==> src/rtl/ser3w_pkg.sv <==
package ser3w_pkg;

    localparam int DATA_W   = 8;
    localparam int PKT_BITS = DATA_W + 1;
    localparam int CNT_W    = $clog2(PKT_BITS);
    localparam int SH_W     = DATA_W - 1;

    // Register set of the packet assembler
    typedef struct packed {
        logic [CNT_W-1:0]  cnt;     // bits taken so far in this packet
        logic              flag;    // 1 = data byte, 0 = command byte
        logic [SH_W-1:0]   sh;      // payload bits received before the last
        logic [DATA_W-1:0] octet;   // completed byte
        logic              cmd_v;   // command strobe
        logic              ram_v;   // data strobe
    } shift_state_t;

endpackage

==> src/rtl/ser3w_sync.sv <==
module ser3w_sync #(
    parameter int          W       = 3,
    parameter int          STAGES  = 2,
    parameter logic [W-1:0] RST_VAL = '0
) (
    input  logic         clk,
    input  logic         rst_n,
    input  logic [W-1:0] din,
    output logic [W-1:0] dout
);

    logic [W-1:0] st_d [STAGES];
    logic [W-1:0] st_q [STAGES];

    always_comb begin
        st_d[0] = din;
        for (int i = 1; i < STAGES; i++) begin
            st_d[i] = st_q[i-1];
        end
    end

    always_ff @(posedge clk or negedge rst_n) begin
        if (!rst_n) begin
            for (int i = 0; i < STAGES; i++) begin
                st_q[i] <= RST_VAL;
            end
        end else begin
            for (int i = 0; i < STAGES; i++) begin
                st_q[i] <= st_d[i];
            end
        end
    end

    assign dout = st_q[STAGES-1];

endmodule

==> src/rtl/ser3w_edge.sv <==
module ser3w_edge (
    input  logic clk,
    input  logic rst_n,
    input  logic sclk_s,
    input  logic sce_n_s,
    output logic sclk_rise,
    output logic link_on
);

    logic sclk_p_d, sclk_p_q;

    always_comb begin
        sclk_p_d = sclk_s;
    end

    always_ff @(posedge clk or negedge rst_n) begin
        if (!rst_n) sclk_p_q <= 1'b0;
        else        sclk_p_q <= sclk_p_d;
    end

    assign sclk_rise = sclk_s & ~sclk_p_q;
    assign link_on   = ~sce_n_s;

    // Two rising edges cannot be seen on consecutive cycles
    assert_rise_gap_R9: assert property (@(posedge clk) disable iff (!rst_n)
        sclk_rise |=> !sclk_rise);

endmodule

==> src/rtl/ser3w_shift.sv <==
module ser3w_shift
    import ser3w_pkg::*;
(
    input  logic              clk,
    input  logic              rst_n,
    input  logic              link_on,
    input  logic              sclk_rise,
    input  logic              sdin_s,
    output logic              cmd_v,
    output logic              ram_v,
    output logic [DATA_W-1:0] octet
);

    localparam logic [CNT_W-1:0] LAST = CNT_W'(PKT_BITS - 1);

    shift_state_t st_d, st_q;
    logic         pkt_end;

    always_comb begin
        st_d       = st_q;
        st_d.cmd_v = 1'b0;
        st_d.ram_v = 1'b0;
        pkt_end    = 1'b0;
        if (!link_on) begin
            // enable inactive: bit counter and assembler held in initial state
            st_d.cnt  = '0;
            st_d.flag = 1'b0;
            st_d.sh   = '0;
        end else if (sclk_rise) begin
            if (st_q.cnt == '0) begin
                st_d.flag = sdin_s;
            end else begin
                st_d.sh = {st_q.sh[SH_W-2:0], sdin_s};
            end
            if (st_q.cnt == LAST) begin
                pkt_end    = 1'b1;
                st_d.cnt   = '0;
                st_d.octet = {st_q.sh, sdin_s};
                st_d.cmd_v = ~st_q.flag;
                st_d.ram_v = st_q.flag;
            end else begin
                st_d.cnt = st_q.cnt + 1'b1;
            end
        end
    end

    always_ff @(posedge clk or negedge rst_n) begin
        if (!rst_n) st_q <= '0;
        else        st_q <= st_d;
    end

    assign cmd_v = st_q.cmd_v;
    assign ram_v = st_q.ram_v;
    assign octet = st_q.octet;

    // Enable inactive: assembler idle and silent on the next cycle
    assert_ce_idle_R1: assert property (@(posedge clk) disable iff (!rst_n)
        !link_on |=> (st_q.cnt == '0) && !st_q.cmd_v && !st_q.ram_v);

    // After the ninth bit the counter is ready for the next flag
    assert_rearm_R6: assert property (@(posedge clk) disable iff (!rst_n)
        pkt_end |=> (st_q.cnt == '0) && (st_q.cmd_v || st_q.ram_v));

    // A strobe only follows a completed packet
    assert_strobe_src_R7: assert property (@(posedge clk) disable iff (!rst_n)
        (st_d.cmd_v || st_d.ram_v) |-> (link_on && sclk_rise && st_q.cnt == LAST));

endmodule

==> src/rtl/ser3w_addr.sv <==
module ser3w_addr #(
    parameter int AW = 7
) (
    input  logic          clk,
    input  logic          rst_n,
    input  logic          step,
    input  logic          load,
    input  logic [AW-1:0] load_val,
    output logic [AW-1:0] addr
);

    logic [AW-1:0] addr_d, addr_q;

    always_comb begin
        addr_d = addr_q;
        if (load)      addr_d = load_val;
        else if (step) addr_d = addr_q + 1'b1;
    end

    always_ff @(posedge clk or negedge rst_n) begin
        if (!rst_n) addr_q <= '0;
        else        addr_q <= addr_d;
    end

    assign addr = addr_q;

    assert_addr_step_R5: assert property (@(posedge clk) disable iff (!rst_n)
        (step && !load) |=> addr_q == $past(addr_q) + 1'b1);

    assert_addr_hold_R5: assert property (@(posedge clk) disable iff (!rst_n)
        (!step && !load) |=> $stable(addr_q));

    assert_addr_load_R10: assert property (@(posedge clk) disable iff (!rst_n)
        load |=> addr_q == $past(load_val));

endmodule

==> src/rtl/ser3w_rx.sv <==
module ser3w_rx
    import ser3w_pkg::*;
#(
    parameter int ADDR_W      = 7,
    parameter int SYNC_STAGES = 2
) (
    input  logic              clk,
    input  logic              rst_n,
    input  logic              sce_n,
    input  logic              sclk,
    input  logic              sdin,
    input  logic              addr_load,
    input  logic [ADDR_W-1:0] addr_load_val,
    output logic              cmd_valid,
    output logic [DATA_W-1:0] cmd_byte,
    output logic              ram_we,
    output logic [DATA_W-1:0] ram_wdata,
    output logic [ADDR_W-1:0] ram_addr
);

    localparam int          LINES    = 3;
    localparam logic [LINES-1:0] LINE_RST = 3'b100; // enable idles high

    logic [LINES-1:0]  lines_s;
    logic              sce_n_s, sclk_s, sdin_s;
    logic              sclk_rise, link_on;
    logic              cmd_v, ram_v;
    logic [DATA_W-1:0] octet;

    ser3w_sync #(
        .W       (LINES),
        .STAGES  (SYNC_STAGES),
        .RST_VAL (LINE_RST)
    ) u_sync (
        .clk   (clk),
        .rst_n (rst_n),
        .din   ({sce_n, sclk, sdin}),
        .dout  (lines_s)
    );

    assign {sce_n_s, sclk_s, sdin_s} = lines_s;

    ser3w_edge u_edge (
        .clk       (clk),
        .rst_n     (rst_n),
        .sclk_s    (sclk_s),
        .sce_n_s   (sce_n_s),
        .sclk_rise (sclk_rise),
        .link_on   (link_on)
    );

    ser3w_shift u_shift (
        .clk       (clk),
        .rst_n     (rst_n),
        .link_on   (link_on),
        .sclk_rise (sclk_rise),
        .sdin_s    (sdin_s),
        .cmd_v     (cmd_v),
        .ram_v     (ram_v),
        .octet     (octet)
    );

    ser3w_addr #(
        .AW (ADDR_W)
    ) u_addr (
        .clk      (clk),
        .rst_n    (rst_n),
        .step     (ram_v),
        .load     (addr_load),
        .load_val (addr_load_val),
        .addr     (ram_addr)
    );

    assign cmd_valid = cmd_v;
    assign cmd_byte  = octet;
    assign ram_we    = ram_v;
    assign ram_wdata = octet;

    assert_one_sink_R9: assert property (@(posedge clk) disable iff (!rst_n)
        $onehot0({cmd_valid, ram_we}));

    assert_cmd_pulse_R9: assert property (@(posedge clk) disable iff (!rst_n)
        cmd_valid |=> !cmd_valid);

    assert_we_pulse_R9: assert property (@(posedge clk) disable iff (!rst_n)
        ram_we |=> !ram_we);

    assert_cmd_keeps_addr_R5: assert property (@(posedge clk) disable iff (!rst_n)
        (cmd_valid && !addr_load) |=> $stable(ram_addr));

endmodule

==> config.mk <==
export PLATFORM = sky130hd
export DESIGN_NAME = ser3w_rx
export DESIGN_NICKNAME = d
export VERILOG_FILES = /design/src/rtl/ser3w_pkg.sv /design/src/rtl/ser3w_sync.sv /design/src/rtl/ser3w_edge.sv /design/src/rtl/ser3w_shift.sv /design/src/rtl/ser3w_addr.sv /design/src/rtl/ser3w_rx.sv
export SDC_FILE = /design/constraint.sdc
export NUM_CORES = 1
export LEC_CHECK = 0
export BUFFER_PORTS_ARGS = -buffer_cell sky130_fd_sc_hd__buf_4
export CORE_ASPECT_RATIO = 2
export CORE_MARGIN = 2
export CORE_UTILIZATION = 59
export CTS_BUF_LIST = sky130_fd_sc_hd__clkbuf_4 sky130_fd_sc_hd__clkbuf_8
export DETAILED_ROUTE_END_ITERATION = 8
export HOLD_SLACK_MARGIN = 0.06
export PLACE_DENSITY = 0.87
export SYNTH_ARGS = -nofsm -noshare
export SYNTH_HDL_FRONTEND = slang
export SYNTH_HIERARCHICAL = 1
export SYNTH_SLANG_ARGS = --single-unit
==> constraint.sdc <==
create_clock -name clk -period 3.3 [get_ports clk]
set_input_delay 0.66 -clock clk [delete_from_list [all_inputs] [get_ports clk]]
set_output_delay 0.66 -clock clk [all_outputs]
set_load 0.03 [all_outputs]
After elaboration in Yosys (flattened, before gate mapping)
Index checks and enable logic that the tools add are counted.
{ "word_totals": {"latch_bits": 0, "regBits": 36, "in_bits": 13, "output_inout_bits": 25, "ram_bits": 0, "n_memories": 0, "mem_bits_ro": 0, "elab_cells": 34} }
{ "op_classes": {"mul": 0, "mux": 9, "addsub": 2, "magnitude_cmp": 0, "eq_ne": 2, "n_bitwise": 4, "reduce_logical": 7, "div_mod_pow": 0, "n_shift": 0} }
{ "ops": {"columns": ["operator", "count"], "rows": [
  ["$mux 22", 1],
  ["$mux 7", 3],
  ["$mux 12", 1],
  ["$mux 10", 1],
  ["$add 7x1->7 const B", 1],
  ["$reduce_bool 2->1", 3],
  ["$add 4x1->4 const B", 1],
  ["$eq 4x4->1 const B", 1],
  ["$logic_not 4->1", 1],
  ["$mux 4", 1],
  ["$reduce_and 2->1", 2],
  ["$not 1->1", 3],
  ["$reduce_and 3->1", 1],
  ["$mux 2", 1],
  ["$ne 2x2->1 const B", 1],
  ["$and 1x1->1", 1],
  ["$mux 1", 1]
]} }

Longest topological paths before layout
Gate-level depths: netlist of the first run.
{ "logic_depth": {"word_depth": 4, "ltp_mapped": 5, "mapped_depth_nobuf": 5} }

Hierarchy
The synthesis of the first run kept the hierarchy.
{ "modules_own_cells": {"columns": ["module", "seq_area_each_um2", "area_each_um2", "cells_per_inst", "n_inst"], "rows": [
  ["ser3w_shift", 550.5, 1046.0, 79, 1],
  ["ser3w_addr", 175.2, 350.3, 38, 1],
  ["ser3w_sync", 152.6, 152.6, 6, 1],
  ["ser3w_rx", 0.0, 60.1, 8, 1],
  ["ser3w_edge", 25.0, 42.5, 3, 1]
]} }

Least setup slack after synthesis of the first run
Ideal clock, no wire load.
{ "synth_path": {"path_kind": "register to register", "start": "reg u_addr.addr_q[0], in the netlist u_addr/addr[0]", "end": "reg u_addr.addr_q[6], in the netlist u_addr/addr[6]", "setup_slack_ns": 1.816, "synth_period_minus_slack_ns": 1.484, "stages_incl_launch_ff": 5, "setup_ns": 0.082, "required_ns": 3.218, "path_buffers": 0, "arrival_time_ns": 1.402, "cell_sequence": "dfrtp_1 ha_1 nand4_1 or3_1 a31oi_1"} }
{ "synth_between": {"elab_chain_cells": 3} }
{ "synth_lines": {"columns": ["element", "line", "text"], "rows": [
  ["from (decl)", "ser3w_addr.sv:12", "logic [AW-1:0] addr_d, addr_q;"],
  ["from (signal assigned)", "ser3w_addr.sv:22", "else addr_q <= addr_d;"],
  ["$add 7x1->7", "ser3w_addr.sv:17", "else if (step) addr_d = addr_q + 1'b1;"],
  ["$mux 7", "ser3w_addr.sv:17", null],
  ["$mux 7", "ser3w_addr.sv:16", "if (load) addr_d = load_val;"]
]} }
No other way between the ends. The select of a mux whose other input is x is not followed.
A chain may end at the register's enable or synchronous reset.

Worst setup path after layout of the first run
{ "layout_path": {"start": "reg u_shift/st_q[18] in the netlist's numbering", "end": "reg u_shift/st_q[17] in the netlist's numbering"} }
{ "layout_between": {"elab_chain_cells": 3} }
{ "layout_lines": {"columns": ["element", "line", "text"], "rows": [
  ["from (decl)", "ser3w_shift.sv:16", "shift_state_t st_d, st_q;"],
  ["from (signal assigned)", "ser3w_shift.sv:49", "else st_q <= st_d;"],
  ["$logic_not 4->1", "ser3w_shift.sv:30", "if (st_q.cnt == '0) begin"],
  ["$reduce_bool 2->1 (no line)", null, null],
  ["$reduce_and 2->1 (no line)", null, null]
]} }
No other way between the ends.

==> impl_metrics.py, run 1 <==
metrics = {
    "cts": {
        "ctsResizeCount": 0,
        "cts_tree": "built",
        "h-tree-depth": 2,
        "cts_buffer_depth": 2,
        "ctsHoldBuffers": 0,
        "clock_latency_ns": 0.29,
        "cts_buffers": 5,
        "root_buffer": "clkbuf_8",
        "postCtsSetupRepairBufs": 0,
        "path_clk_slew_ns": 0.06,
        "clkSinkCount": 36,
    },
    "route": {
        "routed_via_density": 5.65,
        "drc": 0,
        "dr.pass1.iters": 4,
        "wl_per_cell_um": 16.0,
        "drtIter0Drc": 24,
        "drtAntennaViolNets": 0,
        "vias": 1067,
        "drt-total-wl_mm": 3.02,
    },
    "outcome": {
        "status": "finished, final reports clean",
    },
    "power": {
        "power_uw": 892,
        "p_leak_nw": 0.964,
        "p_per_area_nw_per_um2": 461,
        "ir_drop_mv": 0.400,
    },
    "worst_setup_path": {
        "crit_buf_inv": 1,
        "r2r_slack_ns": 1.68,
        "r2r-start": "u_shift/st_q[18]",
        "critPathMaxFanout": 5,
        "cp_slowest_cell": "dfrtp_1",
        "arrival_ns": 1.78,
        "reg2reg_depth": 5,
        "critical-path-top-delay-family": "flip-flops",
        "required_ns": 3.46,
        "worstSetupEndpointType": "register",
        "crit_chain": "inv_1 > ha_1 > nor3b_2 > a21oi_1 > a41o_1",
        "r2r_end": "u_shift/st_q[17]",
        "cpPeakStageDelay_ns": 0.41,
        "start_kind": "register",
        "crit_type": "register to register",
    },
    "floorplanning": {
        "ios": 38,
        "initial_core_util_pct": 61.1,
        "rows": 27,
        "die_w_um": 41.4,
        "core_area_sq_um": 2700,
        "die-area_sq_um": 3260,
        "dieHeight_um": 78.8,
    },
    "place": {
        "io_buffers": 37,
        "place_congestion": 0.824,
        "dpl_cell_area_sq_um": 1830,
        "hpwl_mm": 2.21,
    },
    "global_routing": {
        "grt_overflow": 0,
        "grt_pass1_vias": 1100,
        "grt.total_usage_pct": 20.4,
        "grt_pass1_wl_mm": 4.88,
        "grt_max_degree": 37,
        "antenna_found_initial": 0,
    },
    "timing": {
        "setup-tns-final_ns": 0,
        "hold_viol_final": 0,
        "whs_ns": 0.315,
        "slew_viol_final": 0,
        "skew_ns": 0.00779,
        "max_slew_margin_pct": 70.5,
        "tightest_slew_ns": 0.442,
        "finalCritPeriodShare_pct": 49.1,
        "max_freq_ghz": 0.617,
        "min_period_ns": 1.62,
        "rsz0062_at_grt": "false",
        "setup_viol": 0,
    },
    "final_layout": {
        "antenna_cells": 0,
        "layout.nets": 175,
        "synthToLayoutAreaGrowth_pct": 17.2,
        "fill_cells": 191,
        "layout-drive-gt1-share_pct": 40.6,
        "design_area_sq_um": 1940,
        "multiInputGateArea_sq_um": 596,
        "seqCellArea_sq_um": 903,
    },
    "synthesis": {
        "yosysWarnings": 6,
        "synth.net_count": 150,
        "synth_cell_types": 35,
        "yosysSeqAreaShare_pct": 54.7,
        "synthCells": 134,
        "synth_area_leaders": "dfrtp_1 52%, buf_4 7.3%, mux2_4 7.3%",
        "avgSynthCellArea_sq_um": 12.3,
        "synth.cell_area_sq_um": 1650,
        "ys_seq_elements": 36,
        "synth_area_leader_cell": "dfrtp_1",
        "synth_top_area_share_pct": 51.5,
    },
    "min_path": {
        "hold_path_class": "input pin to asynchronous set/reset pin",
    },
    "job": {
        "cap_violations": 0,
    },
}
==> cells by family (layout without fill, tap and decap cells) <==
logic type	after synthesis	after routing	synth area share, %
AOI/OAI and AO/OA	25	25	11.0
xor gates and xnor gates	4	4	2.12
adders and majority gates	3	3	2.27
buffers and inverters	24	50	9.24
DFF	36	36	54.7
muxes	10	10	8.49
and+or+nand+nor	32	32	12.2
==> area by class of cell <==
type                            count  share of cell area, %
Clock buffer                        8                   5.37
Inverter                            5                  0.970
Multi-Input combinational cell     74                   30.8
Sequential cell                    36                   46.7
Tap cell                           29                   1.87
Timing Repair Buffer               37                   14.4
==> per-layer routing <==
layer | vias to the layer above | wire length [um] | track usage, %
met2 | 35 | 1700 | 34.4
met5 | - | 0 | 0
met4 | 0 | 104 | 16.1
met3 | 8 | 143 | 6.36
met1 | 528 | 1080 | 19.8
li1 | 496 | - | -
==> state kept, by name, indices dropped and copies added (netlist names) <==
name and flops:
u_shift/cmd_v 1, u_sync/st_d 3, u_shift/st_q 12, u_sync/dout 3
u_addr/addr 7, u_edge/sclk_p_q 1, u_shift/octet 8, u_shift/ram_v 1
==> power breakdown <==
group	total (mW)	switching (mW)	leakage, nW	internal [mW]
clock network	0.339	0.141	0.0549	0.198
logic	0.0833	0.0502	0.441	0.0330
registers	0.470	0.0134	0.469	0.456
==> worst max-delay path by stage <==
stage	startpoint	end	slack [ns]	cells past startpoint
after floorplan	u_addr/addr[0]	u_addr/addr[6]	1.82	4
after global placement	u_shift/st_q[18]	u_shift/st_q[12]	1.81	5
after detailed placement	u_shift/st_q[18]	u_shift/st_q[17]	1.72	5
after CTS	u_shift/ram_v	ram_we	1.70	1
after global routing	u_shift/st_q[18]	u_shift/st_q[17]	1.61	5
final	u_shift/st_q[18]	u_shift/st_q[17]	1.68	5
==> through the flow <==
| step | cells | util, % | setup slack [ns] |
|---|---|---|---|
| global placement | 181 | 67.8 | 1.81 |
| detailed placement | 181 | 67.8 | 1.72 |
| CTS | 189 | 71.6 | 1.70 |
| global route | 189 | 71.6 | 1.61 |
| finish | 189 | 71.6 | 1.68 |
| floorplan | 134 | - | 1.82 |
==> cell usage in the layout (no fill, tap or decap), types with 3 or more instances in the layout <==
| cell | n |
|---|---|
| a22o_1 | 5 |
| mux2_4 | 8 |
| nand2_1 | 14 |
| inv_1 | 5 |
| dfrtp_1 | 34 |
| o21ai_0 | 9 |
| ha_1 | 3 |
| clkbuf_8 | 7 |
| buf_4 | 37 |
| xor2_1 | 3 |
==> Yosys cell counts <==
master and count:
nand2_2 1, nor2_1 2, or3_1 2, o21ai_0 9, mux2_4 8, nor3_1 1, a21oi_1 2, a211o_2 1
nand3b_4 1, and4b_1 1, mux2i_1 2, nand2_1 14, nand4_1 2, buf_4 16, buf_2 2, xor2_1 3
a41o_1 1, nand3_1 2, nor2_8 1, a22o_1 5, xnor2_1 1, clkbuf_1 1, dfstp_2 2, ha_1 3
and2_1 1, nor3b_2 1, inv_1 5, nor2b_4 1, a31oi_1 2, nor2b_1 1, a21boi_0 2, o21a_4 1
dfrtp_1 34, a22o_2 2, nor2_2 1
No activity file was read; power rests on OpenSTA's default activity.
==> inputs of run 2 (changes only) <==
--- a/config.mk
+++ b/config.mk
@@ -8,11 +8,11 @@
 export BUFFER_PORTS_ARGS = -buffer_cell sky130_fd_sc_hd__buf_4
 export CORE_ASPECT_RATIO = 2
 export CORE_MARGIN = 2
-export CORE_UTILIZATION = 59
+export CORE_UTILIZATION = 55
 export CTS_BUF_LIST = sky130_fd_sc_hd__clkbuf_4 sky130_fd_sc_hd__clkbuf_8
 export DETAILED_ROUTE_END_ITERATION = 8
 export HOLD_SLACK_MARGIN = 0.06
-export PLACE_DENSITY = 0.87
+export PLACE_DENSITY = 0.82
 export SYNTH_ARGS = -nofsm -noshare
 export SYNTH_HDL_FRONTEND = slang
 export SYNTH_HIERARCHICAL = 1
==> constraint.sdc (replaced) <==
create_clock -name clk -period 1.5 [get_ports clk]
set_input_delay 0.3 -clock clk [delete_from_list [all_inputs] [get_ports clk]]
set_output_delay 0.3 -clock clk [all_outputs]
set_load 0.03 [all_outputs]
==> run 2 against run 1 <==
  * Wire length down 2.9%
  * Clock skew fell by 0.0027 ns
  * Count of clock-buffer cells in the layout fell by 2
  * Worst hold slack worse by 0.19 ns
  * Highest routed layer unchanged
  * Combinational power rose by 140%
  * Flip-flop and latch count is the same
  * Final area increased by 3.4%
==> impl_metrics.py, run 2 (synthesis results as in run 1) <==
metrics = {
    "worst_setup_path": {
        "cpPeakStageDelay_ns": 0.39,
        "worstSetupEndpointType": "register",
        "crit_buf_inv": 1,
        "crit_type": "register to register",
        "critPathMaxFanout": 5,
        "critical-path-top-delay-family": "flip-flops",
        "arrival_ns": 1.57,
        "start_kind": "register",
        "required_ns": 1.66,
        "crit_chain": "inv_1 > ha_4 > nand3b_4 > nor2_8 > mux2_4",
        "cp_slowest_cell": "dfrtp_1",
    },
    "job": {
        "cap_violations": 0,
    },
    "final_layout": {
        "antenna_cells": 0,
        "largest_reg_flops": 12,
        "layout-drive-gt1-share_pct": 43.4,
        "top_register": "u_shift/st_q",
        "final_core_util_pct": 68.8,
        "stdcell_count": 196,
        "final_common_cell": "buf_4",
        "multiInputGateArea_sq_um": 631,
        "seqCellArea_sq_um": 903,
        "synthToLayoutAreaGrowth_pct": 21.1,
        "final_cell_mix": "41 x buf_4, 34 x dfrtp_1, 14 x nand2_1",
        "fill_cells": 225,
        "design_area_sq_um": 2000,
        "layout.nets": 181,
    },
    "cts": {
        "cts_tree": "built",
        "cts_buffer_depth": 2,
        "cts_buffers": 5,
        "clkSinkCount": 36,
        "postCtsSetupRepairBufs": 0,
        "root_buffer": "clkbuf_8",
        "path_clk_slew_ns": 0.07,
        "h-tree-depth": 2,
        "clock_latency_ns": 0.28,
    },
    "floorplanning": {
        "initial_core_util_pct": 56.8,
        "die-area_sq_um": 3480,
        "die_w_um": 42.8,
        "ios": 38,
        "rows": 28,
        "dieHeight_um": 81.5,
        "core_area_sq_um": 2910,
    },
    "timing": {
        "max_slew_margin_pct": 71.2,
        "max_freq_ghz": 0.709,
        "hold_viol_final": 0,
        "whs_ns": 0.122,
        "setup-tns-final_ns": 0,
        "min_period_ns": 1.41,
        "setup_viol": 0,
        "tightest_slew_ns": 0.432,
        "slew_viol_final": 0,
        "setup_slack_ns": 0.0900,
        "skew_ns": 0.00509,
        "finalCritPeriodShare_pct": 94.0,
        "rsz0062_at_grt": "false",
    },
    "power": {
        "p_leak_nw": 0.998,
        "ir_drop_mv": 0.974,
        "power_mw": 1.92,
        "p_per_area_nw_per_um2": 961,
    },
    "route": {
        "vias": 1078,
        "wl_per_cell_um": 15.0,
        "drtAntennaViolNets": 0,
        "dr.pass1.iters": 4,
        "drt-total-wl_mm": 2.93,
        "drc": 0,
        "drtIter0Drc": 27,
        "routed_via_density": 5.50,
    },
    "place": {
        "dpl_cell_area_sq_um": 1860,
        "place_ws_ns": -0.0735,
        "io_buffers": 37,
        "dp.cells": 186,
        "place_congestion": 0.807,
        "hpwl_mm": 2.09,
    },
    "global_routing": {
        "grt_max_degree": 37,
        "grt_overflow": 0,
        "grt.total_usage_pct": 19.7,
        "grt_pass1_wl_mm": 5.00,
        "grt_pass1_vias": 1108,
        "antenna_found_initial": 0,
    },
    "outcome": {
        "status": "finished, final reports clean",
    },
    "min_path": {
        "hold_path_class": "input pin to register",
    },
}
## run 2: repair_timing
item                                   in CTS  in global routing
endpoints found under the hold margin      34                  0
hold buffers                                1                  0
setup endpoints to repair                  16                 16
gates resized for setup                     2                  4
gates cloned                                1                  0
pin swaps                                   1                  2
## run 2: path summary, 6_finish.rpt
| check | start | slack, ns | cells past startpoint | end |
|---|---|---|---|---|
| max | u_shift/st_q[19] | 0.09 | 5 | u_shift/octet[0] |
| min | sce_n | 0.12 | 1 | u_sync/st_d[2] |
| max reg2reg | u_shift/st_q[19] | 0.09 | 5 | u_shift/octet[0] |
| min reg2reg | u_sync/st_d[0] | 0.35 | 0 | u_sync/dout[0] |
| max in group asynchronous | rst_n | 0.66 | 2 | u_sync/dout[2] |
| min in group asynchronous | rst_n | 0.50 | 2 | u_addr/addr[5] |
## run 2: routing by layer
metal	wire length [um]	global-route usage (%)
met4	26	11.6
met1	1080	22.1
met5	0	0
met2	1680	32.4
met3	146	6.15
## run 2: power by group
group / switching (mW) / internal, mW
Sequential: 0.0270 / 1.00
Clock: 0.323 / 0.366
Combinational: 0.117 / 0.0869
## run 2: final cells by class
cell class | instances | share of cell area, %
tap | 30 | 1.88
multi-input combinational | 75 | 31.5
clock inverter | 2 | 0.500
inverter | 5 | 0.938
clock buffer | 6 | 4.13
timing repair buffer | 42 | 15.9
sequential | 36 | 45.2
==> inputs of run 3 (changes only) <==
--- a/config.mk
+++ b/config.mk
@@ -6,9 +6,11 @@
 export NUM_CORES = 1
 export LEC_CHECK = 0
 export BUFFER_PORTS_ARGS = -buffer_cell sky130_fd_sc_hd__buf_4
+export CELL_PAD_IN_SITES_DETAIL_PLACEMENT = 1
+export CELL_PAD_IN_SITES_GLOBAL_PLACEMENT = 2
 export CORE_ASPECT_RATIO = 2
 export CORE_MARGIN = 2
-export CORE_UTILIZATION = 55
+export CORE_UTILIZATION = 36
 export CTS_BUF_LIST = sky130_fd_sc_hd__clkbuf_4 sky130_fd_sc_hd__clkbuf_8
 export DETAILED_ROUTE_END_ITERATION = 8
 export HOLD_SLACK_MARGIN = 0.06
==> run 3 against run 2 <==
  * Worst setup slack worse by 0.0087 ns
  * Worst hold slack worse by 0.0037 ns
  * Maximum frequency is 0.61% lower
  * Cell count is 13% higher
  * First-iteration DRC count is 67% lower
  * Combinational power hardly changed
  * Global-route usage is 6.0 points lower
  * Flip-flop and latch count stayed put
  * Clock skew is 0.00072 ns lower
==> impl_metrics.py, run 3 (synthesis results as in run 1) <==
metrics = {
    "outcome": {
        "status": "finished, final reports clean",
    },
    "final_layout": {
        "layout.nets": 182,
        "design_area_sq_um": 2040,
        "fill_cells": 485,
        "top_register": "u_shift/st_q",
        "final_common_cell": "buf_4",
        "synthToLayoutAreaGrowth_pct": 23.4,
        "final_core_util_pct": 46.5,
        "antenna_cells": 0,
        "largest_reg_flops": 12,
        "layout-drive-gt1-share_pct": 43.7,
        "final_cell_mix": "42 x buf_4, 34 x dfrtp_1, 14 x nand2_1",
    },
    "worst_setup_path": {
        "required_ns": 1.67,
        "reg2reg_depth": 4,
        "critPathMaxFanout": 6,
        "crit_type": "register to register",
        "arrival_ns": 1.59,
        "worstSetupEndpointType": "register",
        "start_kind": "register",
    },
    "route": {
        "drc": 0,
        "drtAntennaViolNets": 0,
        "drt-total-wl_mm": 3.31,
        "dr.pass1.iters": 4,
        "vias": 1086,
        "wl_per_cell_um": 15.0,
        "routed_via_density": 4.91,
        "drtIter0Drc": 9,
    },
    "global_routing": {
        "grt_pass1_wl_mm": 5.19,
        "grt_max_degree": 37,
        "grt_pass1_vias": 1079,
        "grt_overflow": 0,
        "grt.total_usage_pct": 13.7,
        "antenna_found_initial": 0,
    },
    "timing": {
        "max_freq_ghz": 0.705,
        "setup_slack_ns": 0.0813,
        "setup-tns-final_ns": 0,
        "finalCritPeriodShare_pct": 94.6,
        "rsz0062_at_grt": "false",
        "hold_viol_final": 0,
        "setup_viol": 0,
        "skew_ns": 0.00437,
        "max_slew_margin_pct": 69.8,
        "slew_viol_final": 0,
        "min_period_ns": 1.42,
        "tightest_slew_ns": 0.453,
    },
    "power": {
        "p_per_area_nw_per_um2": 964,
        "ir_drop_mv": 0.642,
        "p_leak_nw": 0.996,
    },
    "cts": {
        "cts_buffers": 5,
        "root_buffer": "clkbuf_8",
        "h-tree-depth": 2,
        "clkSinkCount": 36,
        "path_clk_slew_ns": 0.07,
        "cts_buffer_depth": 2,
        "clock_latency_ns": 0.29,
        "cts_tree": "built",
    },
    "floorplanning": {
        "initial_core_util_pct": 37.7,
        "core_area_sq_um": 4380,
        "die-area_sq_um": 5180,
        "dieHeight_um": 99.8,
        "die_w_um": 51.9,
        "ios": 38,
        "rows": 34,
    },
    "job": {
        "cap_violations": 0,
    },
    "place": {
        "hpwl_mm": 2.35,
        "place_congestion": 0.763,
        "io_buffers": 37,
        "dpl_cell_area_sq_um": 1890,
        "place_ws_ns": -0.0360,
    },
    "min_path": {
        "hold_path_class": "input pin to register",
        "hold_depth": 1,
    },
}
run 3: through the flow:
stage	instances	hold WS (ns)	power (mW)
2_1_floorplan	134	0.00441	1.15
3_3_place_gp	210	0.275	1.24
3_5_place_dp	210	0.285	1.25
4_1_cts	220	0.107	2.00
5_1_grt	221	0.106	2.06
6_report	221	0.118	1.96
run 3: repair_timing:
item / 4_1_cts / 5_1_grt
hold buffers: 1 / 0
pin swaps: 2 / 2
resized for setup: 1 / 3
setup endpoints to repair: 16 / 16
gates cloned: 1 / 0
hold endpoints to repair: 34 / 0
setup buffers: 0 / 1
run 3: report_power, final:
part	internal [mW]	leakage [nW]	total [mW]	switching [mW]
logic	0.0870	0.475	0.204	0.117
clock network	0.410	0.0523	0.728	0.318
registers	1.00	0.469	1.03	0.0278
total	1.50	0.996	1.96	0.463
run 3: layout make-up:
cell class	instances	area, sq um	area share, %
Timing Repair Buffer	43	325	16.0
Clock buffer	8	97.6	4.79
Sequential cell	36	903	44.3
Multi-Input combinational cell	75	626	30.7
Tap cell	54	67.6	3.31
Inverter	5	18.8	0.921
run 3: critical path, stage by stage, from the launching register on:
cell	delay, ns
dfrtp_1	0.40
nor2b_4	0.19
nand2_2	0.17
nor2_8	0.22
mux2_4	0.32
run 3: worst paths after layout:
| path | slack, ns | start | end |
|---|---|---|---|
| setup / recovery | 0.08 | u_edge/sclk_p_q | u_shift/octet[1] |
| hold / removal | 0.12 | sclk | u_sync/st_d[1] |
| setup reg to reg | 0.08 | u_edge/sclk_p_q | u_shift/octet[1] |
| hold reg to reg | 0.35 | u_sync/st_d[0] | u_sync/dout[0] |
| max in group asynchronous | 0.64 | rst_n | u_sync/st_d[2] |
| min in group asynchronous | 0.50 | rst_n | u_addr/addr[5] |
run 3: metal layers:
layer | GRT usage (%) | vias up | wire length, um
met5 | 0 | - | 0
met4 | 7.89 | 0 | 80
met3 | 3.27 | 7 | 156
met2 | 23.6 | 28 | 1890
met1 | 14.7 | 544 | 1190
li1 | - | 507 | -
